`config.mk`:
```
export PLATFORM = sky130hd
export DESIGN_NAME = rseq_top
export DESIGN_NICKNAME = d
export VERILOG_FILES = /design/src/rtl/rseq_pkg.sv /design/src/rtl/rseq_timer.sv /design/src/rtl/rseq_fsm.sv /design/src/rtl/rseq_regs.sv /design/src/rtl/rseq_top.sv
export SDC_FILE = /design/constraint.sdc
export NUM_CORES = 1
export LEC_CHECK = 0
export BUFFER_PORTS_ARGS = -buffer_cell sky130_fd_sc_hd__buf_2
export CAP_MARGIN = 20
export CORE_AREA = 2 2 90 92
export DETAILED_ROUTE_END_ITERATION = 8
export DIE_AREA = 0 0 92 94
export GPL_ROUTABILITY_DRIVEN = 0
export GPL_TIMING_DRIVEN = 0
export PLACE_DENSITY = 0.49
export SYNTH_ARGS = -nofsm -noshare
export SYNTH_HDL_FRONTEND = slang
export SYNTH_SLANG_ARGS = --single-unit
```
`constraint.sdc`:
```
create_clock -name clk -period 6.5 [get_ports clk]
set_clock_uncertainty 0.2 [all_clocks]
set_input_delay 0.65 -clock clk [delete_from_list [all_inputs] [get_ports clk]]
set_output_delay 0.65 -clock clk [all_outputs]
set_load 0.005 [all_outputs]
```
`src/rtl/rseq_pkg.sv`:
```
// Shared definitions for the rail sequencer: register addresses and state encoding.
// Assumes a 16-bit byte address space decoded by exact match.
package rseq_pkg;
    localparam logic [15:0] ADDR_VER  = 16'h2000;
    localparam logic [15:0] ADDR_CTL  = 16'h2006;
    localparam logic [15:0] ADDR_STAT = 16'h200A;
    localparam logic [15:0] ADDR_FAIL = 16'h200B;

    typedef enum logic [2:0] {
        S_OFF,
        S_RAMP,
        S_ON,
        S_SHUT,
        S_DISCH
    } seq_state_t;
endpackage

```
`src/rtl/rseq_timer.sv`:
```
// Saturating cycle counter shared by the ramp timeout and the discharge hold-off.
// Assumes the sequencer pulses clr on every entry to a timed phase.
module rseq_timer #(
    parameter int CW = 8
) (
    input  logic          clk,
    input  logic          rst_n,
    input  logic          clr,
    output logic [CW-1:0] cnt
);
    // Count up from zero after clr, holding at the top value.
    always_ff @(posedge clk) begin
        if (!rst_n || clr)
            cnt <= '0;
        else if (cnt != {CW{1'b1}})
            cnt <= cnt + CW'(1);
    end
endmodule

```
`src/rtl/rseq_fsm.sv`:
```
// Sequencing core: synchronizes power-good flags, walks rails up and down,
// and latches the alarm and failure cause. Assumes NUM_RAILS <= 6 so the
// failure code fits below bit 7.
module rseq_fsm
    import rseq_pkg::*;
#(
    parameter int NR          = 4,
    parameter int TIMEOUT_CYC = 64,
    parameter int DISCH_CYC   = 32,
    parameter int CW          = 8,
    parameter int IW          = 2
) (
    input  logic          clk,
    input  logic          rst_n,
    input  logic          ctl_en,
    input  logic [NR-1:0] rail_pg,
    input  logic [CW-1:0] tmr_cnt,
    output logic          tmr_clr,
    output logic [NR-1:0] rail_en,
    output logic [NR-1:0] pg_sync,
    output logic          alarm,
    output logic [7:0]    fail_code,
    output logic          pwr_ok
);
    localparam logic [IW-1:0] LAST = IW'(NR - 1);
    localparam int PADW = 7 - (IW + 1);

    seq_state_t    state;
    logic [IW-1:0] idx;
    logic [NR-1:0] pg_meta;
    logic [IW-1:0] drop_idx;
    logic          all_good;
    logic          ramp_adv;
    logic          ramp_tmo;
    logic          dis_done;

    // Two-flop synchronizer for the asynchronous power-good flags.
    always_ff @(posedge clk) begin
        if (!rst_n) begin
            pg_meta <= '0;
            pg_sync <= '0;
        end else begin
            pg_meta <= rail_pg;
            pg_sync <= pg_meta;
        end
    end

    // Locate the lowest rail whose good flag is low.
    always_comb begin
        drop_idx = '0;
        for (int i = NR - 1; i >= 0; i--)
            if (!pg_sync[i]) drop_idx = IW'(i);
    end

    assign all_good = &pg_sync;
    assign ramp_adv = (state == S_RAMP) && ctl_en && pg_sync[idx];
    assign ramp_tmo = (state == S_RAMP) && ctl_en && !pg_sync[idx]
                      && (tmr_cnt == CW'(TIMEOUT_CYC - 1));
    assign dis_done = (state == S_DISCH) && (tmr_cnt == CW'(DISCH_CYC - 1));

    // Restart the timer whenever a timed phase (rail ramp or discharge) begins.
    assign tmr_clr  = (state == S_OFF) || (state == S_SHUT) || ramp_adv;
    assign pwr_ok   = (state == S_ON) && all_good && !alarm;

    // Main sequencer: ramp up, hold, ramp down, discharge.
    always_ff @(posedge clk) begin
        if (!rst_n) begin
            state     <= S_OFF;
            idx       <= '0;
            rail_en   <= '0;
            alarm     <= 1'b0;
            fail_code <= '0;
        end else begin
            unique case (state)
                S_OFF: begin
                    if (ctl_en && !alarm) begin
                        state      <= S_RAMP;
                        idx        <= '0;
                        rail_en[0] <= 1'b1;
                    end
                end
                S_RAMP: begin
                    if (!ctl_en) begin
                        state <= S_SHUT;
                    end else if (ramp_adv) begin
                        if (idx == LAST) begin
                            state <= S_ON;
                        end else begin
                            idx                 <= idx + IW'(1);
                            rail_en[idx + IW'(1)] <= 1'b1;
                        end
                    end else if (ramp_tmo) begin
                        alarm     <= 1'b1;
                        fail_code <= {1'b0, {PADW{1'b0}}, {1'b0, idx} + (IW+1)'(1)};
                        state     <= S_SHUT;
                    end
                end
                S_ON: begin
                    if (!ctl_en) begin
                        state <= S_SHUT;
                        idx   <= LAST;
                    end else if (!all_good) begin
                        alarm     <= 1'b1;
                        fail_code <= {1'b1, {PADW{1'b0}}, {1'b0, drop_idx} + (IW+1)'(1)};
                        state     <= S_SHUT;
                        idx       <= LAST;
                    end
                end
                S_SHUT: begin
                    rail_en[idx] <= 1'b0;
                    if (idx == '0) state <= S_DISCH;
                    else           idx   <= idx - IW'(1);
                end
                S_DISCH: begin
                    if (dis_done) state <= S_OFF;
                end
                default: state <= S_OFF;
            endcase
            if (!ctl_en) begin
                alarm     <= 1'b0;
                fail_code <= '0;
            end
        end
    end
endmodule

```
`src/rtl/rseq_regs.sv`:
```
// Byte register port: holds the enable bit and muxes read data.
// Assumes single-cycle write strobes and exact address decode.
module rseq_regs
    import rseq_pkg::*;
#(
    parameter logic [7:0] VERSION = 8'h03
) (
    input  logic        clk,
    input  logic        rst_n,
    input  logic [15:0] bus_addr,
    input  logic        bus_wr,
    input  logic [7:0]  bus_wdata,
    input  logic [7:0]  stat_byte,
    input  logic [7:0]  fail_byte,
    output logic        ctl_en,
    output logic [7:0]  bus_rdata
);
    logic unused_wdata;
    assign unused_wdata = ^bus_wdata[7:1];

    // Capture the enable bit on writes to the control address.
    always_ff @(posedge clk) begin
        if (!rst_n)
            ctl_en <= 1'b0;
        else if (bus_wr && bus_addr == ADDR_CTL)
            ctl_en <= bus_wdata[0];
    end

    // Read multiplexer; unmapped addresses return zero.
    always_comb begin
        unique case (bus_addr)
            ADDR_VER:  bus_rdata = VERSION;
            ADDR_CTL:  bus_rdata = {7'b0, ctl_en};
            ADDR_STAT: bus_rdata = stat_byte;
            ADDR_FAIL: bus_rdata = fail_byte;
            default:   bus_rdata = 8'h00;
        endcase
    end
endmodule

```
`src/rtl/rseq_top.sv`:
```
// Ordered multi-rail power sequencer with register access, fault latching
// and a discharge hold-off. Assumes NUM_RAILS between 1 and 6 and both
// cycle counts at least 2.
module rseq_top #(
    parameter int         NUM_RAILS   = 4,
    parameter int         TIMEOUT_CYC = 50000,
    parameter int         DISCH_CYC   = 25000,
    parameter logic [7:0] VERSION     = 8'h03
) (
    input  logic                 clk,
    input  logic                 rst_n,
    input  logic [15:0]          bus_addr,
    input  logic                 bus_wr,
    input  logic [7:0]           bus_wdata,
    output logic [7:0]           bus_rdata,
    input  logic [NUM_RAILS-1:0] rail_pg,
    output logic [NUM_RAILS-1:0] rail_en,
    output logic                 pwr_ok
);
    localparam int TMAX = (TIMEOUT_CYC > DISCH_CYC) ? TIMEOUT_CYC : DISCH_CYC;
    localparam int CW   = $clog2(TMAX + 1);
    localparam int IW   = (NUM_RAILS > 1) ? $clog2(NUM_RAILS) : 1;

    logic                 ctl_en;
    logic                 alarm;
    logic                 tmr_clr;
    logic [CW-1:0]        tmr_cnt;
    logic [NUM_RAILS-1:0] pg_sync;
    logic [7:0]           fail_code;
    logic [7:0]           stat_byte;

    assign stat_byte = 8'({alarm, pg_sync});

    rseq_regs #(.VERSION(VERSION)) u_regs (
        .clk       (clk),
        .rst_n     (rst_n),
        .bus_addr  (bus_addr),
        .bus_wr    (bus_wr),
        .bus_wdata (bus_wdata),
        .stat_byte (stat_byte),
        .fail_byte (fail_code),
        .ctl_en    (ctl_en),
        .bus_rdata (bus_rdata)
    );

    rseq_timer #(.CW(CW)) u_timer (
        .clk   (clk),
        .rst_n (rst_n),
        .clr   (tmr_clr),
        .cnt   (tmr_cnt)
    );

    rseq_fsm #(
        .NR          (NUM_RAILS),
        .TIMEOUT_CYC (TIMEOUT_CYC),
        .DISCH_CYC   (DISCH_CYC),
        .CW          (CW),
        .IW          (IW)
    ) u_fsm (
        .clk       (clk),
        .rst_n     (rst_n),
        .ctl_en    (ctl_en),
        .rail_pg   (rail_pg),
        .tmr_cnt   (tmr_cnt),
        .tmr_clr   (tmr_clr),
        .rail_en   (rail_en),
        .pg_sync   (pg_sync),
        .alarm     (alarm),
        .fail_code (fail_code),
        .pwr_ok    (pwr_ok)
    );
endmodule

```
Word-level counts from Yosys, hierarchy flattened
Cells that the tools add are included.
W data, S select, Z words.
- bits in registers: 43
- output and inout port bits: 13
- input port bits: 31
- word-level logic and storage cells: 120
- add/subtract/negate cells: 5
- eq/ne operators: 25
- multiplexer cells: 43
- reductions and logical operators: 30
- bitwise logic cells: 3
- magnitude comparators: 4
- operators with widths (cell ; count):
    $eq A16 B14 Y1 const B ; 4
    $pmux W8 S4 ; 1
    $mux W3 ; 9
    $mux W8 ; 3
    $mux W2 ; 11
    $add A16 B1 Y16 const B ; 1
    $eq A16 B15 Y1 const B ; 1
    $eq A16 B16 Y1 const B ; 1
    $ne A16 B16 Y1 const B ; 1
    $pmux W8 S2 ; 1
    $pmux W3 S5 ; 1
    $ne A2 B2 Y1 const B ; 7
    $mux W4 ; 3
    $reduce_and A4 Y1 ; 3
    $logic_and A1 B1 Y1 ; 11
    $pmux W2 S4 ; 1
    $mux W1 ; 7
    $reduce_and A7 Y1 ; 1
    $add A2 B1 Y3 const B ; 2
    $eq A3 B2 Y1 const B ; 2
    $lt A2 B3 Y1 const B ; 2
    $ne A2 B1 Y1 const B ; 3
    $pmux W3 S2 ; 1
    $reduce_and A6 Y1 ; 1
    25 further kinds ; 32

Depth between registers and ports, before layout
- depth after elaboration: 10
- depth in mapped cells: 8
- gate-level depth less buffers: 7

Modules after synthesis
Synthesis repeated with hierarchy kept, for this count alone.
- cells, all modules: 251
- area total of the unflattened synthesis: 2229.6 sq um
- modules (own cells, without submodules) (module ; area an instance (sq um) ; seq. area each (sq um) ; cells an instance ; instances):
    rseq_fsm ; 1147.4 ; 440.4 ; 128 ; 1
    rseq_timer ; 812.0 ; 320.3 ; 94 ; 1
    rseq_regs ; 266.5 ; 20.0 ; 28 ; 1
    rseq_top ; 3.8 ; 0.0 ; 1 ; 1

Worst setup path before layout
Ideal clock, no wire load.
- path kind: in2out
- start point: in bus_addr[10]
- end point: out bus_rdata[0]
- slack: 4.027 ns
- data arrival time: 1.623 ns
- required time: 5.650 ns
- stages on the path: 4
- buffers on the path: 0
- cells stage by stage: nor4b_1 -> nand3_1 -> nor4_1 -> a22o_1
- cells in the longest elaborated chain, start to end: 2
- elaborated cells between the ends (all ways): 5
- those cells by class: eq/ne: 4; mux: 1
- RTL lines (what ; line ; RTL):
    start, declared ; rseq_top.sv:12 ; input logic [15:0] bus_addr,
    $eq A16 B14 Y1 ; rseq_regs.sv:31 ; unique case (bus_addr)
    $pmux W8 S4 (*) ; rseq_regs.sv:31 ;
    end, declared ; rseq_top.sv:15 ; output logic [7:0] bus_rdata,
Mark *: on every way between the ends. The rest lies on a longest branch, timed or not.

Worst setup path after layout
Ends and elaborated chain as after synthesis.

==> flow_summary_export.csv <==
group,metric,value,unit
run_status,status,"finished, final reports clean",
drt,wl_per_cell,13.0,um
placement,port_buffers,30,
grt,use_met3,0.0281,
synthesis,synth_area_leaders,"dfxtp_1 (34%), nand2_1 (3.6%), and2_1 (3.6%), ha_1 (3.3%), nand3_1 (2.9%)",
synthesis,ys_seq_elements,39,
grt,use_met1,0.177,
sta,final_min_period_over_clock_period,0.432,
grt,grt_max_degree,12,
floorplanning,die_y,94,um
floorplanning,dieArea,8650,um2
sta,setup_viol,0,
sta,tightest_slew,0.508,ns
grt,grt_pass1_wl,9.36,mm
worst_setup_path,r2r_start,"u_fsm.idx[0]",
synthesis,synth.distinct_cells,59,
final_layout,fin_nets,347,
sta,relSlewSlack,0.658,
drt,ant_nets,0,
drt,dr.first_iter.drc_count,90,
worst_setup_path,cp.arrival,1.96,ns
final_layout,final_util,0.347,
synthesis,synth-seq-area-share,0.344,
min_path,hold_path_class,"flip-flop to flip-flop",
sta,hold_viol,0,
floorplanning,die_w,92,um
final_layout,area_growth_syn_to_layout,16.3,%
cts,post-cts-setup-buffer-count,0,
worst_setup_path,cp-startpoint,"bus_addr[10]",
worst_setup_path,reg2regPathDepth,6,
grt,grt_util_all_layers,0.133,
cts,hold_buffers,0,
placement,dp_hpwl,3.93,mm
sta,rsz0062_at_grt,"no",
min_path,min_from,"u_fsm.pg_meta[3]",
synthesis,ys_warn_count,0,
cts,cts_buffer_depth,2,
cts,clockRootBuffer,"clkbuf_8",
synthesis,yosys.area.top_type,"dfxtp_1",
drt,finalWirelength,5.37,mm
cts,numCtsBuffers,5,
power_and_ir_drop,leakagePower,0.000933,uW
final_layout,final.fill_count,821,
final_layout,layout_common_cells,"dfxtp_1 (39), buf_2 (34), nand2_1 (22)",
floorplanning,ioPinCount,44,
drt,vias,2092,
drt,drc_errors,0,
worst_setup_path,path_max_fanout,3,
synthesis,synth_edf_count,0,
cts,clk_pin_slew,0.07,ns
grt,grt_util_met2,0.216,
sta,finalMaxSlewViolations,0,
run,maxCapViolCount,0,
grt,grt_pass1_vias,1989,
cts,h-tree-depth,2,
synthesis,synthArstFlopShare,0,
floorplanning,row_count,32,
synthesis,synth-main-ff-cell,"dfxtp_1",
grt,gr-total-overflow,0,
power_and_ir_drop,vdd_drop_max,0.0789,mV
floorplanning,start_util,0.298,
worst_setup_path,r2r_setup_slack,4.23,ns
final_layout,final_common_cell,"dfxtp_1",
sta,tns,0,ns
cts,cts_sinks,39,
worst_setup_path,endpoint,"bus_rdata[0]",
synthesis,synth_area,2270,um2
worst_setup_path,start_kind,"input port",
final_layout,antenna_cells,0,
worst_setup_path,end_kind,"output port",
cts,clock_latency,0.29,ns
drt,firstDrtPassIters,4,
worst_setup_path,reg2reg_to,"u_timer.cnt[8]",
synthesis,syn_inst,272,
sta,fin_crit,2.81,ns
worst_setup_path,worstPathRequired,5.65,ns
cts,cts_resized,0,
grt,antenna_found_initial,0,
synthesis,netlist.area_leader.share,0.344,
cts,cts_tree,"built",
power_and_ir_drop,powerDensity,250,nW/um2
synthesis,syn_area_per_cell,8.34,um2
drt,vias_per_cell,5.08,
final_layout,drive_gt1_frac,0.206,
sta,max_clock_freq,356,MHz
worst_setup_path,path_class,"input port to output port",
floorplanning,placeableCoreArea,7610,um2
grt,grt_busiest_layer,"met2",
==> through the flow <==
step	hold WS (ns)	worst slack [ns]	cells	total power [uW]	cell area (um2)
detailed placement	0.218	3.66	405	498	2550
global placement	0.214	3.69	405	496	2550
finish	0.235	3.69	412	659	2640
floorplan	0.212	4.03	273	447	2270
global route	0.258	3.46	412	709	2640
CTS	0.235	3.66	412	668	2640
==> cell usage after synthesis (all sizes together), types with 2 or more instances <==
library cell,count
mux2i,4
and4,4
inv,9
nand3,13
o21bai,2
and3b,3
nor4,6
o21a,4
o21ai,12
xor2,4
or2,2
a311oi,3
a31oi,3
nor3,10
a22o,2
ha,6
nand4,8
o221a,2
a21oi,16
a21boi,2
and2,14
nand2b,5
dfxtp,39
buf,7
and3,3
nand2,23
nor2,20
nor2b,2
nor4b,3
clkbuf,9
nor3b,6
a22oi,3
or3,7
==> worst min-delay path by stage <==
stage	to	slack, ns	cells after the start
6_report	u_fsm.pg_sync[3]	0.23	1
5_1_grt	u_fsm.pg_sync[2]	0.26	1
4_1_cts	u_fsm.pg_sync[3]	0.24	1
3_5_place_dp	u_fsm.pg_sync[3]	0.22	1
3_3_place_gp	u_fsm.pg_sync[0]	0.21	1
2_1_floorplan	u_fsm.pg_sync[0]	0.21	1
==> routing by layer <==
layer / wire (um) / vias up
met1: 2620 / 968
met3: 280 / 6
met5: 0 / -
met2: 2400 / 59
met4: 70 / 0
li1: - / 1059
==> critical path, stage by stage <==
cell,delay [ns]
buf_2,0.10
nor4b_1,0.27
nand3_1,0.16
nor4_1,0.47
a22o_1,0.20
buf_2,0.10
==> cells by family (layout without fill, tap and decap cells) <==
family,Yosys count,in the layout,share of synthesized area
other cells,1,2,0.00165
fa+ha+maj,6,6,0.0331
flops,39,39,0.344
simple gates,134,134,0.341
compound gates,57,57,0.183
buf+inv,25,62,0.0502
mux,5,5,0.0276
xor+xnor,5,5,0.0193
==> power breakdown <==
| group | switching (uW) | internal, uW | total [uW] |
|---|---|---|---|
| clock network | 82.8 | 83.3 | 166 |
| logic | 123 | 90.3 | 214 |
| registers | 21.8 | 257 | 279 |
| total | 228 | 431 | 659 |
==> state kept, by name, summed over array words and instances, names as in the netlist <==
register / flops
u_fsm.alarm: 1
u_fsm.fail_code: 4
u_fsm.idx: 2
u_fsm.pg_meta: 4
u_fsm.pg_sync: 4
u_fsm.rail_en: 4
u_fsm.state: 3
u_regs.ctl_en: 1
u_timer.cnt: 16
==> area by class of cell <==
cell class                 count  area (um2)  area share
tap                          102         128      0.0484
sequential                    39         781       0.296
buffer                        16        80.1      0.0304
timing repair buffer          30         150      0.0569
clock buffer                   6        82.6      0.0313
inverter                       9        33.8      0.0128
multi-input combinational    209        1380       0.522
clock inverter                 1        5.00     0.00190
Power figures use the tool's default switching activity.
